<file path="src/rtl/memacc_pkg.sv">
// Shared constants, types and helpers for the sized memory access decoder.
// Assumes a 24-bit byte address space and big-endian data placement.
package memacc_pkg;

    localparam int ADDR_W = 24;
    localparam int DATA_W = 32;

    localparam logic [ADDR_W-1:0] BOOT_END = 24'h000008;
    localparam logic [ADDR_W-1:0] ROM_BASE = 24'h7E0000;
    localparam logic [ADDR_W-1:0] DEV_BASE = 24'h800000;

    typedef enum logic [1:0] {
        SZ_BYTE = 2'd0,
        SZ_WORD = 2'd1,
        SZ_LONG = 2'd2,
        SZ_BAD  = 2'd3
    } size_t;

    typedef enum logic [2:0] {
        RG_BOOT,
        RG_RAM,
        RG_HOLE,
        RG_ROM,
        RG_DEV
    } region_t;

    typedef enum logic [1:0] {
        ST_IDLE,
        ST_STEP,
        ST_MEMWAIT,
        ST_DONE
    } state_t;

    // Number of bytes carried by a size code.
    function automatic logic [2:0] size_bytes(input logic [1:0] sz);
        case (sz)
            SZ_BYTE: return 3'd1;
            SZ_WORD: return 3'd2;
            SZ_LONG: return 3'd4;
            default: return 3'd0;
        endcase
    endfunction

    // Byte of right-aligned write data that belongs at byte offset off.
    function automatic logic [7:0] lane_byte(input logic [DATA_W-1:0] d,
                                             input logic [2:0] nb,
                                             input logic [2:0] off);
        int sh;
        sh = 8 * (int'(nb) - 1 - int'(off));
        if (sh < 0) sh = 0;
        return 8'(d >> sh);
    endfunction

    // Word of right-aligned write data that starts at byte offset off.
    function automatic logic [15:0] lane_word(input logic [DATA_W-1:0] d,
                                              input logic [2:0] nb,
                                              input logic [2:0] off);
        int sh;
        sh = 8 * (int'(nb) - 2 - int'(off));
        if (sh < 0) sh = 0;
        return 16'(d >> sh);
    endfunction

endpackage

</file>
<file path="src/rtl/memacc_decode.sv">
// Address region decoder.
// Maps one byte address to boot overlay, populated RAM, unpopulated RAM
// hole, ROM window or device region. Purely combinational.
// Assumes RAM_BYTES is above the overlay and below the ROM window.
module memacc_decode
    import memacc_pkg::*;
#(
    parameter int RAM_BYTES = 1024
) (
    input  logic [ADDR_W-1:0] addr,
    output region_t           region
);

    localparam logic [ADDR_W-1:0] RAM_TOP = ADDR_W'(RAM_BYTES);

    // Priority compare from the lowest boundary upward.
    always_comb begin
        if (addr < BOOT_END) begin
            region = RG_BOOT;
        end else if (addr < ROM_BASE) begin
            region = (addr < RAM_TOP) ? RG_RAM : RG_HOLE;
        end else if (addr < DEV_BASE) begin
            region = RG_ROM;
        end else begin
            region = RG_DEV;
        end
    end

endmodule

</file>
<file path="src/rtl/memacc_pack.sv">
// Read data accumulator.
// Shifts each returned byte or word in from the right, so that the first
// sub-transfer (lowest address) ends up most significant.
// Assumes the sequencer clears it before each access.
module memacc_pack
    import memacc_pkg::*;
(
    input  logic              clk,
    input  logic              rst_n,
    input  logic              clr,
    input  logic              push,
    input  logic              push_wide,
    input  logic [15:0]       val,
    output logic [DATA_W-1:0] acc
);

    // Clear on a new access, otherwise shift in one byte or one word.
    always_ff @(posedge clk) begin
        if (!rst_n) begin
            acc <= '0;
        end else if (clr) begin
            acc <= '0;
        end else if (push) begin
            if (push_wide) begin
                acc <= {acc[DATA_W-17:0], val};
            end else begin
                acc <= {acc[DATA_W-9:0], val[7:0]};
            end
        end
    end

endmodule

</file>
<file path="src/rtl/memacc_seq.sv">
// Access sequencer.
// Accepts one request when idle and walks a byte offset through it. Each
// step is a byte, or a word when a multi-byte access lands on the device
// region. It finishes with a one-cycle done state.
// Assumes the port stage reports step_wait for local memory strobes and
// step_done when a step finishes.
module memacc_seq
    import memacc_pkg::*;
(
    input  logic              clk,
    input  logic              rst_n,
    input  logic              req_valid,
    input  logic [ADDR_W-1:0] req_addr,
    input  logic [1:0]        req_size,
    input  logic              req_write,
    input  logic [DATA_W-1:0] req_wdata,
    input  region_t           region,
    input  logic              step_done,
    input  logic              step_wait,
    output logic [ADDR_W-1:0] cur_addr,
    output logic              issue,
    output logic              in_wait,
    output logic              wait_rom,
    output logic              wide,
    output logic              wr,
    output logic [7:0]        wbyte,
    output logic [15:0]       wword,
    output logic              acc_clr,
    output logic              acc_push,
    output logic              acc_wide,
    output logic              rsp_done,
    output logic              rsp_err
);

    state_t            state_q;
    logic [ADDR_W-1:0] base_q;
    logic [1:0]        size_q;
    logic              wr_q;
    logic [DATA_W-1:0] wdata_q;
    logic [2:0]        off_q;
    logic              err_q;
    logic              wait_rom_q;
    logic [2:0]        nbytes;
    logic [2:0]        next_off;
    logic              step_two;

    // Current step address, step width and write lane selection.
    always_comb begin
        nbytes   = size_bytes(size_q);
        cur_addr = base_q + ADDR_W'(off_q);
        issue    = (state_q == ST_STEP);
        in_wait  = (state_q == ST_MEMWAIT);
        wide     = (size_q != SZ_BYTE) && (region == RG_DEV);
        step_two = issue && wide;
        next_off = off_q + (step_two ? 3'd2 : 3'd1);
        wbyte    = lane_byte(wdata_q, nbytes, off_q);
        wword    = lane_word(wdata_q, nbytes, off_q);
        wr       = wr_q;
        wait_rom = wait_rom_q;
        acc_clr  = (state_q == ST_IDLE) && req_valid;
        acc_push = step_done && !wr_q;
        acc_wide = step_two;
        rsp_done = (state_q == ST_DONE);
        rsp_err  = err_q;
    end

    // Request capture, step advance and completion.
    always_ff @(posedge clk) begin
        if (!rst_n) begin
            state_q    <= ST_IDLE;
            base_q     <= '0;
            size_q     <= SZ_BYTE;
            wr_q       <= 1'b0;
            wdata_q    <= '0;
            off_q      <= '0;
            err_q      <= 1'b0;
            wait_rom_q <= 1'b0;
        end else begin
            case (state_q)
                ST_IDLE: begin
                    if (req_valid) begin
                        off_q <= '0;
                        if (req_size == SZ_BAD) begin
                            err_q   <= 1'b1;
                            state_q <= ST_DONE;
                        end else begin
                            base_q  <= req_addr;
                            size_q  <= req_size;
                            wr_q    <= req_write;
                            wdata_q <= req_wdata;
                            err_q   <= 1'b0;
                            state_q <= ST_STEP;
                        end
                    end
                end
                ST_STEP, ST_MEMWAIT: begin
                    if (issue && step_wait) begin
                        wait_rom_q <= (region != RG_RAM);
                        state_q    <= ST_MEMWAIT;
                    end else if (step_done) begin
                        off_q   <= next_off;
                        state_q <= (next_off >= nbytes) ? ST_DONE : ST_STEP;
                    end
                end
                default: state_q <= ST_IDLE;
            endcase
        end
    end

    // a bad size code completes with the error flag one cycle later.
    a_r10_bad_size_fast: assert property (@(posedge clk) disable iff (!rst_n)
        (state_q == ST_IDLE && req_valid && req_size == 2'd3) |=> (rsp_done && rsp_err));

    // the step offset never runs past the access length.
    a_r11_offset_bound: assert property (@(posedge clk) disable iff (!rst_n)
        (state_q == ST_STEP) |-> (off_q < nbytes));

endmodule

</file>
<file path="src/rtl/memacc_port.sv">
// Target port stage.
// Turns the current step into a strobe on RAM, ROM or the device port.
// Reports whether the step ends now or needs a memory wait cycle, and
// returns the read value. Purely combinational.
// Assumes RAM and ROM return data the cycle after their strobe.
module memacc_port
    import memacc_pkg::*;
#(
    parameter int RAM_AW = 10,
    parameter int ROM_AW = 17
) (
    input  logic              issue,
    input  logic              in_wait,
    input  logic              wait_rom,
    input  region_t           region,
    input  logic [ADDR_W-1:0] cur_addr,
    input  logic              wr,
    input  logic              wide,
    input  logic [7:0]        wbyte,
    input  logic [15:0]       wword,
    input  logic [7:0]        ram_rdata,
    input  logic [7:0]        rom_rdata,
    input  logic              dev_ready,
    input  logic [15:0]       dev_rdata,
    output logic              ram_en,
    output logic              ram_we,
    output logic [RAM_AW-1:0] ram_addr,
    output logic [7:0]        ram_wdata,
    output logic              rom_en,
    output logic [ROM_AW-1:0] rom_addr,
    output logic              dev_valid,
    output logic              dev_write,
    output logic              dev_word,
    output logic [ADDR_W-1:0] dev_addr,
    output logic [15:0]       dev_wdata,
    output logic              step_done,
    output logic              step_wait,
    output logic [15:0]       rd_val
);

    // Strobe generation and step outcome for the decoded region.
    always_comb begin
        ram_en    = 1'b0;
        ram_we    = 1'b0;
        ram_addr  = RAM_AW'(cur_addr);
        ram_wdata = wbyte;
        rom_en    = 1'b0;
        rom_addr  = (region == RG_BOOT) ? ROM_AW'(cur_addr)
                                        : ROM_AW'(cur_addr - ROM_BASE);
        dev_valid = 1'b0;
        dev_write = 1'b0;
        dev_word  = 1'b0;
        dev_addr  = cur_addr;
        dev_wdata = wide ? wword : {8'h00, wbyte};
        step_done = 1'b0;
        step_wait = 1'b0;
        rd_val    = 16'h0000;
        if (in_wait) begin
            step_done = 1'b1;
            rd_val    = {8'h00, wait_rom ? rom_rdata : ram_rdata};
        end else if (issue) begin
            case (region)
                RG_BOOT, RG_ROM: begin
                    if (wr) begin
                        step_done = 1'b1;
                    end else begin
                        rom_en    = 1'b1;
                        step_wait = 1'b1;
                    end
                end
                RG_RAM: begin
                    ram_en    = 1'b1;
                    ram_we    = wr;
                    step_wait = 1'b1;
                end
                RG_HOLE: begin
                    step_done = 1'b1;
                    rd_val    = 16'h00FF;
                end
                default: begin
                    dev_valid = 1'b1;
                    dev_write = wr;
                    dev_word  = wide;
                    step_done = dev_ready;
                    rd_val    = wide ? dev_rdata : {8'h00, dev_rdata[7:0]};
                end
            endcase
        end
    end

endmodule

</file>
<file path="src/rtl/memacc_unit.sv">
// Sized memory access decoder, top level.
// Splits byte, word and long requests into big-endian byte transfers on
// RAM and ROM, and byte or word transfers on the device port, over a
// 24-bit address space. One request is in flight at a time.
// Assumes synchronous RAM/ROM with one cycle of read latency and a device
// that raises dev_ready for the cycle in which a transfer completes.
module memacc_unit
    import memacc_pkg::*;
#(
    parameter int RAM_BYTES = 1024,
    parameter int ROM_AW    = 17,
    localparam int RAM_AW   = $clog2(RAM_BYTES)
) (
    input  logic              clk,
    input  logic              rst_n,
    input  logic              req_valid,
    input  logic [23:0]       req_addr,
    input  logic [1:0]        req_size,
    input  logic              req_write,
    input  logic [31:0]       req_wdata,
    output logic              rsp_done,
    output logic              rsp_err,
    output logic [31:0]       rsp_rdata,
    output logic              ram_en,
    output logic              ram_we,
    output logic [RAM_AW-1:0] ram_addr,
    output logic [7:0]        ram_wdata,
    input  logic [7:0]        ram_rdata,
    output logic              rom_en,
    output logic [ROM_AW-1:0] rom_addr,
    input  logic [7:0]        rom_rdata,
    output logic              dev_valid,
    output logic              dev_write,
    output logic              dev_word,
    output logic [23:0]       dev_addr,
    output logic [15:0]       dev_wdata,
    input  logic [15:0]       dev_rdata,
    input  logic              dev_ready
);

    logic [ADDR_W-1:0] cur_addr;
    region_t           region;
    logic              issue;
    logic              in_wait;
    logic              wait_rom;
    logic              wide;
    logic              wr;
    logic [7:0]        wbyte;
    logic [15:0]       wword;
    logic              acc_clr;
    logic              acc_push;
    logic              acc_wide;
    logic              step_done;
    logic              step_wait;
    logic [15:0]       rd_val;

    memacc_seq u_seq (
        .clk       (clk),
        .rst_n     (rst_n),
        .req_valid (req_valid),
        .req_addr  (req_addr),
        .req_size  (req_size),
        .req_write (req_write),
        .req_wdata (req_wdata),
        .region    (region),
        .step_done (step_done),
        .step_wait (step_wait),
        .cur_addr  (cur_addr),
        .issue     (issue),
        .in_wait   (in_wait),
        .wait_rom  (wait_rom),
        .wide      (wide),
        .wr        (wr),
        .wbyte     (wbyte),
        .wword     (wword),
        .acc_clr   (acc_clr),
        .acc_push  (acc_push),
        .acc_wide  (acc_wide),
        .rsp_done  (rsp_done),
        .rsp_err   (rsp_err)
    );

    memacc_decode #(.RAM_BYTES(RAM_BYTES)) u_decode (
        .addr   (cur_addr),
        .region (region)
    );

    memacc_port #(.RAM_AW(RAM_AW), .ROM_AW(ROM_AW)) u_port (
        .issue     (issue),
        .in_wait   (in_wait),
        .wait_rom  (wait_rom),
        .region    (region),
        .cur_addr  (cur_addr),
        .wr        (wr),
        .wide      (wide),
        .wbyte     (wbyte),
        .wword     (wword),
        .ram_rdata (ram_rdata),
        .rom_rdata (rom_rdata),
        .dev_ready (dev_ready),
        .dev_rdata (dev_rdata),
        .ram_en    (ram_en),
        .ram_we    (ram_we),
        .ram_addr  (ram_addr),
        .ram_wdata (ram_wdata),
        .rom_en    (rom_en),
        .rom_addr  (rom_addr),
        .dev_valid (dev_valid),
        .dev_write (dev_write),
        .dev_word  (dev_word),
        .dev_addr  (dev_addr),
        .dev_wdata (dev_wdata),
        .step_done (step_done),
        .step_wait (step_wait),
        .rd_val    (rd_val)
    );

    memacc_pack u_pack (
        .clk       (clk),
        .rst_n     (rst_n),
        .clr       (acc_clr),
        .push      (acc_push),
        .push_wide (acc_wide),
        .val       (rd_val),
        .acc       (rsp_rdata)
    );

    // completion is a single-cycle pulse.
    a_r11_done_pulse: assert property (@(posedge clk) disable iff (!rst_n)
        rsp_done |=> !rsp_done);

    // the error flag first rises only together with done.
    a_r10_err_with_done: assert property (@(posedge clk) disable iff (!rst_n)
        $rose(rsp_err) |-> rsp_done);

    // at most one target port is strobed in any cycle.
    a_r1_one_target: assert property (@(posedge clk) disable iff (!rst_n)
        $onehot0({ram_en, rom_en, dev_valid}));

    // a device transfer holds address and width until ready.
    a_r9_dev_hold: assert property (@(posedge clk) disable iff (!rst_n)
        (dev_valid && !dev_ready) |=> (dev_valid && $stable(dev_addr) && $stable(dev_word)));

    // a local memory read is followed by a capture cycle, never by done.
    a_r7_read_capture: assert property (@(posedge clk) disable iff (!rst_n)
        ((ram_en && !ram_we) || rom_en) |=> !rsp_done);

endmodule

</file>
<file path="config.mk">
export PLATFORM = sky130hd
export DESIGN_NAME = memacc_unit
export DESIGN_NICKNAME = d
export VERILOG_FILES = /design/src/rtl/memacc_pkg.sv /design/src/rtl/memacc_decode.sv /design/src/rtl/memacc_pack.sv /design/src/rtl/memacc_seq.sv /design/src/rtl/memacc_port.sv /design/src/rtl/memacc_unit.sv
export SDC_FILE = /design/constraint.sdc
export NUM_CORES = 1
export LEC_CHECK = 0
export BUFFER_PORTS_ARGS = -buffer_cell sky130_fd_sc_hd__buf_4
export CAP_MARGIN = 5
export CORE_ASPECT_RATIO = 1.4
export CORE_UTILIZATION = 48
export CTS_BUF_LIST = sky130_fd_sc_hd__clkbuf_8
export CTS_CLUSTER_SIZE = 20
export DETAILED_ROUTE_END_ITERATION = 8
export GPL_ROUTABILITY_DRIVEN = 0
export MAX_ROUTING_LAYER = met4
export PLACE_DENSITY = 0.79
export SLEW_MARGIN = 5
export SYNTH_ARGS = -nofsm -noshare
export SYNTH_HDL_FRONTEND = slang
export SYNTH_HIERARCHICAL = 1
export SYNTH_SLANG_ARGS = --single-unit
</file>
<file path="constraint.sdc">
create_clock -name clk -period 5.1 [get_ports clk]
set_input_delay 0.255 -clock clk [delete_from_list [all_inputs] [get_ports clk]]
set_output_delay 0.255 -clock clk [all_outputs]
set_load 0.05 [all_outputs]
</file>
# After elaboration in Yosys (flattened, before gate mapping)
# Index checks and enable logic that the tools add are counted.
# word_totals
regBits,98
wordCells,116
inputBits,95
# op_classes
eq_ne,15
n_mux,53
n_bitwise,2
n_shift,2
reduce_logical,21
addsub,7
magnitude_cmp,7
# op_table
cell,count
32-bit 2-to-1 mux,3
32-bit by 1-bit < comparator with 1-bit output (second input constant),2
16-bit 2-to-1 mux,4
29-bit by 4-bit subtractor with 29-bit output,2
16-bit case mux with 2 select lines,1
32-bit by 32-bit >> shifter with 16-bit output,1
32-bit by 32-bit >> shifter with 8-bit output,1
1-bit 2-to-1 mux,25
24-bit by 3-bit adder with 24-bit output,1
24-bit by 11-bit < comparator with 1-bit output (second input constant),1
24-bit by 23-bit < comparator with 1-bit output (second input constant),1
24-bit < comparator (second input constant),1
24-bit by 4-bit < comparator with 1-bit output (second input constant),1
3-bit 2-to-1 mux,6
17-bit 2-to-1 mux,1
17-bit by 1-bit subtractor with 17-bit output (second input constant),1
2-bit 2-to-1 mux,7
3-bit case mux with 3 select lines,1
2-bit equality test (second input constant),4
8-bit 2-to-1 mux,1
3-bit by 2-bit equality test with 1-bit output (second input constant),2
3-bit by 1-bit inequality test with 1-bit output (second input constant),2
3-bit case mux with 2 select lines,1
2-bit AND reduction,3
other kinds (23),34

# Depth between registers and ports, before layout
# logic_depth
word_depth,15
mapped_depth,20
depth_no_buf,20

# Hierarchy
# The synthesis kept the hierarchy.
# modules_own_cells
mod,n_inst,cells_per_inst,area_each_um2
memacc_seq,1,537,4181.5
memacc_pack,1,133,1362.6
memacc_port,1,138,979.7
memacc_decode,1,12,86.3

# Worst setup path after synthesis
# OpenSTA, ideal clock, no wires.
# synth_timing
kind,register to register
startpoint,register u_seq.off_q[0]
endpoint,register u_seq.off_q[2]
arrival_time_ns,4.721
setup_time_ns,0.070
n_path_buf,0
path_stages_with_launch,18
synth_period_minus_slack_ns,4.791
slack_ns,0.309
cell_sequence,dfxtp_1 -> ha_1 -> inv_1 -> fa_1 -> nand2b_1 -> a211oi_2 -> nand4_1 -> xnor2_1 -> nor4_1 -> nand4_1 -> o31ai_1 -> nand2b_1 -> and4b_1 -> or2_1 -> and2_4 -> or4_4 -> or4b_1 -> a21boi_1
# synth_via
elab_chain_len,13
word_cells_on_any_way,32
cone_classes,add/sub: 2; order compare: 4; eq/ne: 6; mux: 14; reduce/logical: 6
# synth_rtl
element,line,text
"start, declared",memacc_seq.sv:40,logic [2:0] off_q;
"start signal, assigned",memacc_seq.sv:101,off_q <= next_off;
24-bit by 3-bit adder with 24-bit output *,memacc_seq.sv:50,cur_addr = base_q + ADDR_W'(off_q);
named net cur_addr[22],memacc_unit.sv:41,logic [ADDR_W-1:0] cur_addr;
24-bit < comparator or 24-bit by 11-bit < comparator with 1-bit output (tied branches),"memacc_decode.sv:22, memacc_decode.sv:21",
3-bit 2-to-1 mux or 2-bit 2-to-1 mux (tied branches),"memacc_decode.sv:22, memacc_decode.sv:21",
3-bit 2-to-1 mux,memacc_decode.sv:20,end else if (addr < ROM_BASE) begin
3-bit 2-to-1 mux *,memacc_decode.sv:18,if (addr < BOOT_END) begin
named net region[0],memacc_unit.sv:42,region_t region;
3-bit by 2-bit equality test with 1-bit output or 3-bit zero test (tied branches),memacc_port.sv:62,case (region)
2-bit OR reduction,memacc_port.sv:62,
1-bit case mux with 2 select lines *,memacc_port.sv:62,
1-bit 2-to-1 mux *,memacc_port.sv:61,end else if (issue) begin
1-bit 2-to-1 mux *,memacc_port.sv:58,if (in_wait) begin
named net step_wait,memacc_unit.sv:54,logic step_wait;
1-bit logical AND *,memacc_seq.sv:97,if (issue && step_wait) begin
2-bit inequality test (no line) *,--,
4-bit AND reduction (no line) *,--,
# Mark *: on every way through the listed nets, which the timed path passes. The rest lies on a longest branch. The select of a mux whose other input is x is not followed.
# A chain may end at the register's enable or synchronous reset.

# Worst setup path after layout
# layout_timing
startpoint,register u_seq.base_q[0]
endpoint,register u_seq.state_q[1]
# layout_via
elab_chain_len,15
word_cells_on_any_way,33
cone_classes,add/sub: 2; order compare: 5; eq/ne: 5; mux: 15; reduce/logical: 6
# layout_rtl
element,line,text
"start, declared",memacc_seq.sv:36,logic [ADDR_W-1:0] base_q;
"start signal, assigned",memacc_seq.sv:87,base_q <= req_addr;
24-bit by 3-bit adder with 24-bit output *,memacc_seq.sv:50,
24-bit < comparator or 24-bit by 11-bit < comparator with 1-bit output (tied branches),"memacc_decode.sv:22, memacc_decode.sv:21",
3-bit 2-to-1 mux or 2-bit 2-to-1 mux (tied branches),"memacc_decode.sv:22, memacc_decode.sv:21",
3-bit 2-to-1 mux,memacc_decode.sv:20,
3-bit 2-to-1 mux *,memacc_decode.sv:18,
named net region[0],memacc_unit.sv:42,
3-bit equality test *,memacc_seq.sv:53,wide = (size_q != SZ_BYTE) && (region == RG_DEV);
1-bit logical AND *,memacc_seq.sv:53,
named net wide,memacc_unit.sv:46,logic wide;
1-bit logical AND *,memacc_seq.sv:54,step_two = issue && wide;
2-bit 2-to-1 mux *,memacc_seq.sv:55,next_off = off_q + (step_two ? 3'd2 : 3'd1);
3-bit adder *,memacc_seq.sv:55,
3-bit greater-or-equal comparator *,memacc_seq.sv:102,state_q <= (next_off >= nbytes) ? ST_DONE : ST_STEP;
2-bit 2-to-1 mux *,memacc_seq.sv:102,
2-bit 2-to-1 mux *,memacc_seq.sv:100,end else if (step_done) begin
2-bit 2-to-1 mux *,memacc_seq.sv:97,
2-bit case mux with 2 select lines *,memacc_seq.sv:79,case (state_q)
"end signal, assigned",memacc_seq.sv:102,
"end, declared",memacc_seq.sv:35,state_t state_q;
# Marks and branches as above.

==> flow_metrics.env <==
export IMPL_synth_seq_cells=98
export IMPL_maxSlewHeadroom_pct=34.7
export IMPL_final_util_pct=61.0
export IMPL_antenna_cells=0
export IMPL_outcome="finished, final reports clean"
export IMPL_via_per_inst=5.31
export IMPL_cts_buffer_depth=2
export IMPL_crit_path_cell_trace="ha_2, inv_1, fa_2, nand2b_4, a211oi_2, buf_4, nand4_1, xnor2_2, nor4_2, nand4_1, o31ai_4, nor4b_4, nand2_2, ha_1, inv_1, fa_1, inv_1, ha_1, a2111oi_0, or4b_2, a31oi_1"
export IMPL_maxCapViolCount=0
export IMPL_die_w_um=101
export IMPL_ios=210
export IMPL_power_frac_comb_pct=67.7
export IMPL_grt_pass1_wl_mm=27.8
export IMPL_syn_inst=820
export IMPL_layout_common_cells="buf_4, nand2_1, dfxtp_1"
export IMPL_grt_use_total_pct=25.1
export IMPL_synth_area_per_cell_sq_um=8.06
export IMPL_ys_warn_count=6
export IMPL_p_total_w=0.00456
export IMPL_antenna_found_initial=0
export IMPL_crit_type="flop to flop"
export IMPL_arrival_ns=5.05
export IMPL_cp_data_required_time_ns=5.39
export IMPL_yosysTopAreaCellShare_pct=29.7
export IMPL_crit_buf_inv=4
export IMPL_tightest_slew_ns=0.971
export IMPL_p_leak_nw=3.39
export IMPL_cts_root_buffer="clkbuf_8"
export IMPL_via_count=6070
export IMPL_cts_sinks=98
export IMPL_cts_htree_levels=3
export IMPL_holdPathStages=3
export IMPL_worstSetupStartpointType="flop"
export IMPL_post_route_period_util_pct=93.2
export IMPL_critPathCaptureType="flop"
export IMPL_fmax_ghz=0.210
export IMPL_ant_nets=0
export IMPL_fill_cells=1247
export IMPL_dr_pass1_iters=5
export IMPL_fin_nets=1078
export IMPL_areaGrowthSynthToFinish_pct=23.6
export IMPL_post_cts_hold_buffer_count=0
export IMPL_place_area_sq_um=7890
export IMPL_drt_iter0_markers=238
export IMPL_initial_core_util_pct=49.4
export IMPL_final_area_sq_um=8170
export IMPL_drv_slew=0
export IMPL_max_stage_delay_ns=0.63
export IMPL_drive_gt1_share_pct=30.5
export IMPL_path_common_cell="inv_1"
export IMPL_drc=0
export IMPL_critical_path_cell_count=21
export IMPL_crit_slowest_cell="or4b_2"
export IMPL_drt_wl_total_mm=17.3
export IMPL_powerDensity_nw_per_um2=558
export IMPL_wire_per_inst_um=15.2
export IMPL_synthArstFlopShare_pct=0
export IMPL_die_y_um=141
export IMPL_p_int_w=0.00210
export IMPL_ys_seq_area_share_pct=29.7
export IMPL_row_count=50
export IMPL_critPathMaxFanout=8
export IMPL_critPathTopFamily="simple AND/OR/NAND/NOR gates"
export IMPL_fin_skew_ns=0.0123
export IMPL_synth_edf_count=0
export IMPL_yosys_area_top_type="dfxtp_1"
export IMPL_ys_types=66
export IMPL_synthesis_area_sq_um=6610
export IMPL_grt_pass1_vias=5800
export IMPL_hold_ws_ns=0.142
export IMPL_switching_share_pct=54.0
export IMPL_p_sw_w=0.00246
export IMPL_die_area_sq_um=14300
export IMPL_ir_drop_uv=623
export IMPL_grt_max_degree=68
export IMPL_rsz0062_at_grt="no"
export IMPL_clk_latency_ns=0.36
export IMPL_cts_made_buffers=9
export IMPL_p_seq_share_pct=22.9
export IMPL_tns_ns=0
export IMPL_tritoncts="yes"
export IMPL_core_area_sq_um=13400
export IMPL_ys_flop_type="dfxtp_1"
export IMPL_path_clk_slew_ns=0.09
export IMPL_min_path_type="input port to flop"
export IMPL_syn_nets=941
export IMPL_layout_commonest_cell="buf_4"
export IMPL_final_hold_viol_count=0
export IMPL_port_buffers=209
export IMPL_overflow=0
export IMPL_min_period_ns=4.75
export IMPL_ff2ff_path_depth=21
export IMPL_synthTopCellsByArea="dfxtp_1, nand2_1, buf_4"
export IMPL_dp_hpwl_mm=12.9
export IMPL_power_frac_clock_pct=9.4
export IMPL_setup_viol=0
-- registers in the layout (all words and copies together), names as in the netlist --
register and count:
u_pack/acc 32, u_seq/wdata_q 32, u_seq/base_q 24, u_seq/off_q 3, u_seq/size_q 2, u_seq/state_q 2
u_seq/rsp_err 1, u_seq/wait_rom 1, u_seq/wr 1
-- worst paths after layout --
path                                      from                             end  slack (ns)
setup reg to reg  u_seq/base_q[0]$_SDFFE_PN0P_   u_seq/state_q[1]$_SDFFE_PN0P_        0.35
hold reg to reg   u_seq/base_q[7]$_SDFFE_PN0P_    u_seq/base_q[7]$_SDFFE_PN0P_        0.47
setup / recovery  u_seq/base_q[0]$_SDFFE_PN0P_   u_seq/state_q[1]$_SDFFE_PN0P_        0.35
hold / removal                   req_wdata[21]  u_seq/wdata_q[21]$_SDFFE_PN0P_        0.14
-- synthesized netlist by cell type, types with 8 or more instances --
cell type  number
nor2_1         62
a21oi_1        17
buf_2           9
dfxtp_1        98
o21ai_0        15
inv_1          31
xnor2_1        21
a221o_1        15
mux2i_1        40
a21boi_0       59
nand2_1       136
nor3_1         27
clkbuf_1       27
buf_4          61
nand2b_1        8
mux2_2         16
nor2b_1        14
ha_1           22
and2_1         22
nand4_1        11
nand3_1        10
o22ai_1         8
a211oi_1       26
-- per-layer routing --
| metal | GRT usage [%] | up-vias | share of wire (%) |
|---|---|---|---|
| met4 | 9.99 | 0 | 2.4 |
| met1 | 28.7 | 2792 | 41 |
| li1 | - | 3038 | - |
| met2 | 43.9 | 212 | 51 |
| met3 | 2.97 | 28 | 5.4 |
| met5 | - | - | 0 |
-- power groups by stage --
stage / clock network [W] / logic, W / registers, W
3_3_place_gp: 0 / 0.00303 / 0.00106
2_1_floorplan: 0 / 0.00220 / 0.00128
5_1_grt: 0.000476 / 0.00330 / 0.00107
4_1_cts: 0.000444 / 0.00306 / 0.00104
6_report: 0.000427 / 0.00309 / 0.00105
3_5_place_dp: 0 / 0.00306 / 0.00106
-- per-stage QoR --
step                worst slack (ns)  instances
floorplan                      0.309        820
global placement               0.144       1123
detailed placement           0.00414       1123
CTS                            0.121       1138
global route                 0.00923       1143
finish                         0.346       1143
-- cell type report --
type / instances / area, sq um / area share [%]
flip-flops and latches: 98 / 1960 / 24.0
clock inverters: 6 / 28.8 / 0.352
repair buffers: 231 / 1730 / 21.2
clock buffers: 9 / 124 / 1.52
multi-input cells: 586 / 3980 / 48.7
inverters: 31 / 116 / 1.42
well taps: 182 / 228 / 2.79
-- cells by family (layout without fill, tap and decap cells) --
family                   count (synthesis)  after routing  share of synthesized area (%)
flip-flops                              98             98                           29.7
AND/OR/NAND/NOR                        322            322                           23.5
adder cells (fa/ha/maj)                 26             26                           5.38
AO/OA/AOI/OAI                          159            159                           17.6
XOR/XNOR                                23             23                           3.05
buffers and inverters                  136            277                           12.0
multiplexers                            56             56                           8.78
-- repair_timing --
item | CTS | global route
pin swaps | 0 | 10
resized for setup | 1 | 17
gates cloned | 0 | 0
setup buffers | 0 | 5
setup endpoints to repair | 1 | 1
-- worst min-delay path, delay by kind of cell --
family	cells	cell delay, ns
AND/OR/NAND/NOR	1	0.04
buffers and inverters	1	0.11
AO/OA/AOI/OAI	1	0.06
No activity file was read; power rests on OpenSTA's default activity.
